**config.mk**
```make
export PLATFORM = sky130hd
export DESIGN_NAME = zone_guard
export DESIGN_NICKNAME = d
export VERILOG_FILES = /design/src/rtl/zone_guard_pkg.sv /design/src/rtl/zg_cfg_regs.sv /design/src/rtl/zg_chunk_table.sv /design/src/rtl/zg_rule_check.sv /design/src/rtl/zone_guard.sv
export SDC_FILE = /design/constraint.sdc
export NUM_CORES = 2
export LEC_CHECK = 0
export BUFFER_PORTS_ARGS = -buffer_cell sky130_fd_sc_hd__buf_2
export CAP_MARGIN = 40
export CORE_MARGIN = 3
export CORE_UTILIZATION = 50
export DETAILED_ROUTE_END_ITERATION = 16
export PLACE_DENSITY = 0.76
export SETUP_SLACK_MARGIN = 0.2
export SYNTH_ARGS = -nofsm -noshare
export SYNTH_HDL_FRONTEND = slang
export SYNTH_SLANG_ARGS = --single-unit
```
**constraint.sdc**
```tcl
create_clock -name clk -period 9.3 [get_ports clk]
set_input_delay 0.465 -clock clk [delete_from_list [all_inputs] [get_ports clk]]
set_output_delay 0.465 -clock clk [all_outputs]
set_load 0.005 [all_outputs]
```
**src/rtl/zone_guard_pkg.sv**
```systemverilog
package zone_guard_pkg;
  typedef enum logic [1:0] {
    CAUSE_RO  = 2'b00,
    CAUSE_OOS = 2'b01,
    CAUSE_OOB = 2'b10,
    CAUSE_UAF = 2'b11
  } cause_e;

  localparam logic [2:0] OFS_RO_LO  = 3'd0;
  localparam logic [2:0] OFS_RO_HI  = 3'd1;
  localparam logic [2:0] OFS_SEC_LO = 3'd2;
  localparam logic [2:0] OFS_SEC_HI = 3'd3;
  localparam logic [2:0] OFS_A_PTR  = 3'd4;
  localparam logic [2:0] OFS_A_SIZE = 3'd5;
  localparam logic [2:0] OFS_FREE   = 3'd6;
  localparam logic [2:0] OFS_CLEAR  = 3'd7;
endpackage

```
**src/rtl/zg_cfg_regs.sv**
```systemverilog
module zg_cfg_regs
  import zone_guard_pkg::*;
#(
  parameter int unsigned AW = 32
) (
  input  logic          clk,
  input  logic          rst_n,
  input  logic          cfg_we,
  input  logic [2:0]    cfg_addr,
  input  logic [AW-1:0] cfg_wdata,
  output logic [AW-1:0] ro_lo,
  output logic [AW-1:0] ro_hi,
  output logic [AW-1:0] sec_lo,
  output logic [AW-1:0] sec_hi,
  output logic          alloc_req,
  output logic [AW-1:0] alloc_base,
  output logic [AW-1:0] alloc_size,
  output logic          free_req,
  output logic [AW-1:0] free_ptr,
  output logic          clr_viol,
  output logic          clr_full
);
  logic [AW-1:0] ro_lo_q, ro_hi_q, sec_lo_q, sec_hi_q, ptr_q;
  logic          en_ro_lo, en_ro_hi, en_sec_lo, en_sec_hi, en_ptr;

  always_comb begin
    en_ro_lo  = cfg_we && (cfg_addr == OFS_RO_LO);
    en_ro_hi  = cfg_we && (cfg_addr == OFS_RO_HI);
    en_sec_lo = cfg_we && (cfg_addr == OFS_SEC_LO);
    en_sec_hi = cfg_we && (cfg_addr == OFS_SEC_HI);
    en_ptr    = cfg_we && (cfg_addr == OFS_A_PTR);
  end

  always_ff @(posedge clk or negedge rst_n) begin
    if (!rst_n) begin
      ro_lo_q  <= '0;
      ro_hi_q  <= '0;
      sec_lo_q <= '0;
      sec_hi_q <= '0;
      ptr_q    <= '0;
    end else begin
      if (en_ro_lo)  ro_lo_q  <= cfg_wdata;
      if (en_ro_hi)  ro_hi_q  <= cfg_wdata;
      if (en_sec_lo) sec_lo_q <= cfg_wdata;
      if (en_sec_hi) sec_hi_q <= cfg_wdata;
      if (en_ptr)    ptr_q    <= cfg_wdata;
    end
  end

  always_comb begin
    ro_lo      = ro_lo_q;
    ro_hi      = ro_hi_q;
    sec_lo     = sec_lo_q;
    sec_hi     = sec_hi_q;
    alloc_base = ptr_q;
    alloc_size = cfg_wdata;
    alloc_req  = cfg_we && (cfg_addr == OFS_A_SIZE) && (cfg_wdata != '0);
    free_ptr   = cfg_wdata;
    free_req   = cfg_we && (cfg_addr == OFS_FREE);
    clr_viol   = cfg_we && (cfg_addr == OFS_CLEAR) && cfg_wdata[0];
    clr_full   = cfg_we && (cfg_addr == OFS_CLEAR) && cfg_wdata[1];
  end
endmodule

```
**src/rtl/zg_chunk_table.sv**
```systemverilog
module zg_chunk_table #(
  parameter int unsigned AW    = 32,
  parameter int unsigned DEPTH = 8
) (
  input  logic             clk,
  input  logic             rst_n,
  input  logic             alloc_req,
  input  logic [AW-1:0]    alloc_base,
  input  logic [AW-1:0]    alloc_size,
  input  logic             free_req,
  input  logic [AW-1:0]    free_ptr,
  input  logic             clr_full,
  input  logic [AW-1:0]    acc_start,
  input  logic [AW-1:0]    acc_end,
  output logic [DEPTH-1:0] live_start,
  output logic [DEPTH-1:0] live_fit,
  output logic [DEPTH-1:0] dead_start,
  output logic             full_err
);
  localparam int unsigned IW = (DEPTH > 1) ? $clog2(DEPTH) : 1;

  logic [DEPTH-1:0] valid_q, freed_q;
  logic [AW-1:0]    base_q [DEPTH];
  logic [AW-1:0]    last_q [DEPTH];
  logic [DEPTH-1:0] slot_wr, free_hit;
  logic             empty_found, dead_found, full_q, full_d;
  logic [IW-1:0]    empty_idx, dead_idx;

  always_comb begin
    empty_found = 1'b0;
    dead_found  = 1'b0;
    empty_idx   = '0;
    dead_idx    = '0;
    for (int i = 0; i < DEPTH; i++) begin
      if (!valid_q[i] && !empty_found) begin
        empty_found = 1'b1;
        empty_idx   = IW'(i);
      end
      if (valid_q[i] && freed_q[i] && !dead_found) begin
        dead_found = 1'b1;
        dead_idx   = IW'(i);
      end
    end
    slot_wr = '0;
    if (alloc_req && empty_found)     slot_wr[empty_idx] = 1'b1;
    else if (alloc_req && dead_found) slot_wr[dead_idx]  = 1'b1;
  end

  always_comb begin
    full_d = clr_full ? 1'b0 : full_q;
    if (alloc_req && !empty_found && !dead_found) full_d = 1'b1;
  end

  always_ff @(posedge clk or negedge rst_n) begin
    if (!rst_n) full_q <= 1'b0;
    else        full_q <= full_d;
  end

  assign full_err = full_q;

  for (genvar g = 0; g < DEPTH; g++) begin : g_ent
    logic in_lo, in_hi;
    assign free_hit[g] = free_req && valid_q[g] && !freed_q[g] && (base_q[g] == free_ptr);

    always_ff @(posedge clk or negedge rst_n) begin
      if (!rst_n) begin
        valid_q[g] <= 1'b0;
        freed_q[g] <= 1'b0;
        base_q[g]  <= '0;
        last_q[g]  <= '0;
      end else if (slot_wr[g]) begin
        valid_q[g] <= 1'b1;
        freed_q[g] <= 1'b0;
        base_q[g]  <= alloc_base;
        last_q[g]  <= alloc_base + alloc_size - AW'(1);
      end else if (free_hit[g]) begin
        freed_q[g] <= 1'b1;
      end
    end

    always_comb begin
      in_lo          = (acc_start >= base_q[g]);
      in_hi          = (acc_start <= last_q[g]);
      live_start[g]  = valid_q[g] && !freed_q[g] && in_lo && in_hi;
      live_fit[g]    = live_start[g] && (acc_end <= last_q[g]);
      dead_start[g]  = valid_q[g] && freed_q[g] && in_lo && in_hi;
    end

    // a retired entry keeps its bounds until an allocation reuses it
    a_r4_freed_kept: assert property (@(posedge clk) disable iff (!rst_n)
      (freed_q[g] && !slot_wr[g]) |=> ($stable(base_q[g]) && $stable(last_q[g]) && freed_q[g]));
  end

  // an allocation with no usable slot sets the full status
  a_r5_full_set: assert property (@(posedge clk) disable iff (!rst_n)
    (alloc_req && (&valid_q) && !(|freed_q)) |=> full_err);
endmodule

```
**src/rtl/zg_rule_check.sv**
```systemverilog
module zg_rule_check
  import zone_guard_pkg::*;
#(
  parameter int unsigned AW    = 32,
  parameter int unsigned DEPTH = 8
) (
  input  logic             bus_write,
  input  logic             bus_app,
  input  logic [AW-1:0]    acc_start,
  input  logic [AW-1:0]    acc_end,
  input  logic [AW-1:0]    ro_lo,
  input  logic [AW-1:0]    ro_hi,
  input  logic [AW-1:0]    sec_lo,
  input  logic [AW-1:0]    sec_hi,
  input  logic [DEPTH-1:0] live_start,
  input  logic [DEPTH-1:0] live_fit,
  input  logic [DEPTH-1:0] dead_start,
  output logic             hit,
  output cause_e           cause
);
  logic ro_bad, uaf_bad, oob_bad, oos_bad, in_sec, any_live;

  always_comb begin
    any_live = |live_start;
    in_sec   = (acc_start >= sec_lo) && (acc_end <= sec_hi);
    ro_bad   = bus_write && (acc_start >= ro_lo) && (acc_start <= ro_hi);
    uaf_bad  = (|dead_start) && !any_live;
    oob_bad  = |(live_start & ~live_fit);
    oos_bad  = bus_write && bus_app && !in_sec && !any_live;
    hit      = ro_bad || uaf_bad || oob_bad || oos_bad;
    if (ro_bad)       cause = CAUSE_RO;
    else if (uaf_bad) cause = CAUSE_UAF;
    else if (oob_bad) cause = CAUSE_OOB;
    else              cause = CAUSE_OOS;
  end
endmodule

```
**src/rtl/zone_guard.sv**
```systemverilog
module zone_guard
  import zone_guard_pkg::*;
#(
  parameter int unsigned AW    = 32,
  parameter int unsigned DEPTH = 8
) (
  input  logic          clk,
  input  logic          rst_n,
  input  logic          bus_valid,
  input  logic [AW-1:0] bus_addr,
  input  logic          bus_write,
  input  logic [1:0]    bus_size,
  input  logic          bus_app,
  input  logic          cfg_we,
  input  logic [2:0]    cfg_addr,
  input  logic [AW-1:0] cfg_wdata,
  output logic          viol_flag,
  output logic [AW-1:0] viol_addr,
  output logic [1:0]    viol_cause,
  output logic          table_full
);
  logic [AW-1:0]    ro_lo, ro_hi, sec_lo, sec_hi, alloc_base, alloc_size, free_ptr;
  logic             alloc_req, free_req, clr_viol, clr_full;
  logic [AW-1:0]    acc_end;
  logic [DEPTH-1:0] live_start, live_fit, dead_start;
  logic             rule_hit, capture;
  cause_e           rule_cause;
  logic             flag_q, flag_d;
  logic [AW-1:0]    addr_q;
  logic [1:0]       cause_q;

  assign acc_end = bus_addr + ((AW'(1) << bus_size) - AW'(1));

  zg_cfg_regs #(.AW(AW)) u_cfg (
    .clk(clk), .rst_n(rst_n), .cfg_we(cfg_we), .cfg_addr(cfg_addr), .cfg_wdata(cfg_wdata),
    .ro_lo(ro_lo), .ro_hi(ro_hi), .sec_lo(sec_lo), .sec_hi(sec_hi),
    .alloc_req(alloc_req), .alloc_base(alloc_base), .alloc_size(alloc_size),
    .free_req(free_req), .free_ptr(free_ptr), .clr_viol(clr_viol), .clr_full(clr_full)
  );

  zg_chunk_table #(.AW(AW), .DEPTH(DEPTH)) u_tab (
    .clk(clk), .rst_n(rst_n), .alloc_req(alloc_req), .alloc_base(alloc_base),
    .alloc_size(alloc_size), .free_req(free_req), .free_ptr(free_ptr), .clr_full(clr_full),
    .acc_start(bus_addr), .acc_end(acc_end), .live_start(live_start), .live_fit(live_fit),
    .dead_start(dead_start), .full_err(table_full)
  );

  zg_rule_check #(.AW(AW), .DEPTH(DEPTH)) u_rule (
    .bus_write(bus_write), .bus_app(bus_app), .acc_start(bus_addr), .acc_end(acc_end),
    .ro_lo(ro_lo), .ro_hi(ro_hi), .sec_lo(sec_lo), .sec_hi(sec_hi),
    .live_start(live_start), .live_fit(live_fit), .dead_start(dead_start),
    .hit(rule_hit), .cause(rule_cause)
  );

  always_comb begin
    capture = bus_valid && rule_hit && (!flag_q || clr_viol);
    flag_d  = flag_q;
    if (clr_viol) flag_d = 1'b0;
    if (capture)  flag_d = 1'b1;
  end

  always_ff @(posedge clk or negedge rst_n) begin
    if (!rst_n) begin
      flag_q  <= 1'b0;
      addr_q  <= '0;
      cause_q <= 2'b00;
    end else begin
      flag_q <= flag_d;
      if (capture) begin
        addr_q  <= bus_addr;
        cause_q <= rule_cause;
      end
    end
  end

  assign viol_flag  = flag_q;
  assign viol_addr  = addr_q;
  assign viol_cause = cause_q;

  // a latched violation holds its capture until cleared
  a_r6_sticky: assert property (@(posedge clk) disable iff (!rst_n)
    (viol_flag && !(cfg_we && cfg_addr == OFS_CLEAR && cfg_wdata[0]))
      |=> (viol_flag && $stable(viol_addr) && $stable(viol_cause)));

  // the flag only rises after a bus transfer
  a_r6_needs_bus: assert property (@(posedge clk) disable iff (!rst_n)
    $rose(viol_flag) |-> $past(bus_valid));

  // a write into the read-only range is captured with cause 00
  a_r1_ro_write: assert property (@(posedge clk) disable iff (!rst_n)
    (bus_valid && bus_write && bus_addr >= ro_lo && bus_addr <= ro_hi && !viol_flag)
      |=> (viol_flag && viol_cause == 2'b00 && viol_addr == $past(bus_addr)));

  // a clear coinciding with a new violation keeps the flag set
  a_r7_clear_race: assert property (@(posedge clk) disable iff (!rst_n)
    (clr_viol && bus_valid && rule_hit) |=> viol_flag);
endmodule

```
==> out/summary.txt <==
Synth Flop Type: dfrtp_1
Fraction of layout cells with a size suffix above 1: 9.59%
DRC: 0
Max Freq: 134 MHz
Slew at the pin closest to its max-slew limit: 1040 ps
Post-CTS Setup Repair Bufs: 0
Clk network pwr share: 24.9%
DR vias: 48865
Clock-pin slew on the worst setup and hold paths: 60 ps
TritonRoute pass-1 iters: 6
Initial antenna violation count: 20
Worst VDD drop: 0.195 mV
Later-pin clock latency in the skew report: 680 ps
Fin. Hold Viols: 0
Post-synth EDFFs: 0
Pin count of the biggest net entering global routing: 158
Pwr per Cell Area: 239 nW/µm²
IO buf count: 110
Reg power frac: 30.4%
Post-Syn Instances: 6101
Leading area contributor after synthesis: dfrtp_1
Max clock buf depth: 3
Worst r2r src: u_tab.base_q[254]
CTS tree: done
Kind of critical path: in2reg
Worst Clk Skew: 26.0 ps
Placed Instances: 7585
Most frequent cell after synthesis: ha_1
Vias in the first global route: 47514
Synth warn: 0
Crit. Startpoint: bus_addr[4]
Crit path DAT: 8000 ps
Ports: 111
Sw frac: 42.0%
Die area: 113000 µm²
Grt total ovfl: 0
Count of different cell masters after synthesis: 76
Setup TNS: 0 ps
Status: complete, no violations
Starting Density: 50.5%
Fraction of registers with async set/reset: 100%
Crit end category: flip-flop
Max-Cap Viols: 0
Die X-Extent: 336 µm
Wire per inst: 26.2 µm
Core Footprint: 108000 µm²
Synth top area share: 33.3%
RSZ-0062 raised after global routing: false
GP Congestion: 1.06
Setup violations, final: 0
Gr usage total: 35.8%
Internal cell power: 8390 µW
HP Class: in2reg
# clock sinks: 724
Syn_nets: 7169
Row Count: 120
Cts bufs inserted: 81
H-tree levels: 3
Cell Count, Final, Fillers Out: 7755
Worst-path fanout max: 33
Final ANT Viol Nets: 0
Area growth from synthesis to final layout: 11.2%
Vias/cell: 6.30
Fin crit share: 80.2%
Req. time, crit path: 9840 ps
Top cells by area, synth: dfrtp_1, ha_1, o21ai_0
Syn_area_per_cell: 8.91 µm²
Post-synth top cells: ha_1, inv_1, nand2_1, dfrtp_1, o21ai_0
HPWL Detailed: 146000 µm
Sequential share of the synthesized area: 33.3%
CP Launch Type: input pin
Util after Layout: 56.2%
Leakage Power: 0.0284 µW
Max-slew violations: 0
Seq cells post-synth: 724
Fin nets: 7340
DRT iter0 DRCs: 5266
Final Critical Period: 7460 ps
Hold wc startpoint: bus_addr[0]
Psw: 6080 µW
Die H: 336 µm
Max transition margin: 30.2%
First-pass GRT wire length: 299000 µm
Final Instance Area: 60400 µm²
Root buffer cell: clkbuf_16
Post-synthesis cell area: 54300 µm²
Combinational fraction of design power: 44.7%
Final wirelength: 203000 µm
DP Area: 57400 µm²
==> area by class of cell <==
cell class | instances | area [µm²]
multi-input cells | 4369 | 32600
clock inverters | 39 | 561
inverters | 812 | 3050
flip-flops and latches | 724 | 18100
fillers | 9497 | 47100
clock buffers | 112 | 2390
repair buffers | 284 | 1930
diodes | 12 | 30.0
well taps | 1403 | 1760
==> placed cells by master (no fill, tap or decap), drive strengths merged, types with 18 or more instances in the layout <==
cell type	instances
xnor2	131
a21oi	351
nand4	190
nand2b	31
o21ai	681
xor2	173
nor2	127
ha	991
clkinv	50
buf	281
a21o	130
nor4	70
mux2	158
nor2b	35
and4	35
o211ai	34
nor3	53
nand2	728
a2111oi	25
o21a	27
a221oi	18
inv	784
a211oi	58
dfrtp	724
nand3	101
clkbuf	114
==> state kept, by name (all words and copies together) (netlist names) <==
register and flops:
u_cfg.ro_lo 32, u_tab.valid_q 8, u_tab.full_err 1, u_tab.base_q 256, u_tab.freed_q 8, viol_addr 32
viol_flag 1, u_cfg.ro_hi 32, u_cfg.sec_lo 32, u_cfg.sec_hi 32, u_tab.last_q 256, viol_cause 2
u_cfg.alloc_base 32
==> path summary, 6_finish.rpt <==
| path | endpoint | slack (ps) | cells past startpoint |
|---|---|---|---|
| max | viol_addr[25] | 1840 | 25 |
| min | viol_addr[0] | 30 | 2 |
| max reg2reg | viol_addr[28] | 3950 | 15 |
| min reg2reg | u_tab.last_q[196] | 480 | 2 |
| max in group asynchronous | u_tab.base_q[68] | 6880 | 4 |
| min in group asynchronous | u_tab.base_q[248] | 400 | 2 |
==> routing by layer <==
layer | up-vias | part of all wire [%] | global-route usage, %
li1 | 21739 | - | -
met1 | 23390 | 37 | 43.2
met2 | 2789 | 42 | 53.7
met3 | 941 | 10 | 8.22
met4 | 6 | 11 | 30.9
met5 | - | 0.020 | 0
==> logic make-up after synthesis <==
kind of cell	after synthesis	synth area share [%]
muxes	166	3.42
and+or+nand+nor	1438	12.5
adders and majority gates	993	22.9
DFF	724	33.3
AOI/OAI and AO/OA	1468	15.9
buffers and inverters	1008	7.01
xor gates and xnor gates	304	4.90
==> power groups by stage <==
stage | Sequential (µW) | Combinational [µW] | Clock (µW)
final | 4400 | 6470 | 3600
after global routing | 4470 | 7080 | 3730
after CTS | 4380 | 6290 | 3610
after detailed placement | 4430 | 6220 | 0
after global placement | 4400 | 5850 | 0
after floorplan | 4280 | 3780 | 0
==> through the flow <==
step / hold slack [ps] / setup WS [ps] / total power, µW
finish: 26.3 / 1840 / 14500
floorplan: 169 / 3120 / 8060
detailed placement: 470 / 1470 / 10700
CTS: 16.0 / 2120 / 14300
global route: 36.8 / 1580 / 15300
global placement: 461 / 1490 / 10200
==> worst max-delay path, cell delays in order <==
cell and delay, ps:
buf_2 620, inv_1 120, ha_1 400, o21a_1 200, o31a_1 140, o311ai_0 710, o21ai_0 340, a31oi_1 530
o31ai_1 270, a41o_1 310, nor3_1 190, nor2_1 80, a21oi_1 650, buf_4 280, ha_1 150, and4_1 230
nand4_1 150, nor3_1 300, nand2_1 90, o211ai_1 270, o311ai_1 220, nor4b_2 470, a21oi_4 80, buf_4 280
mux2_1 390
==> repair_timing <==
action,CTS,global route
gates resized for setup,0,0
hold buffers,1,0
hold endpoints to repair,82,0
(Power assumes the default switching activity.)
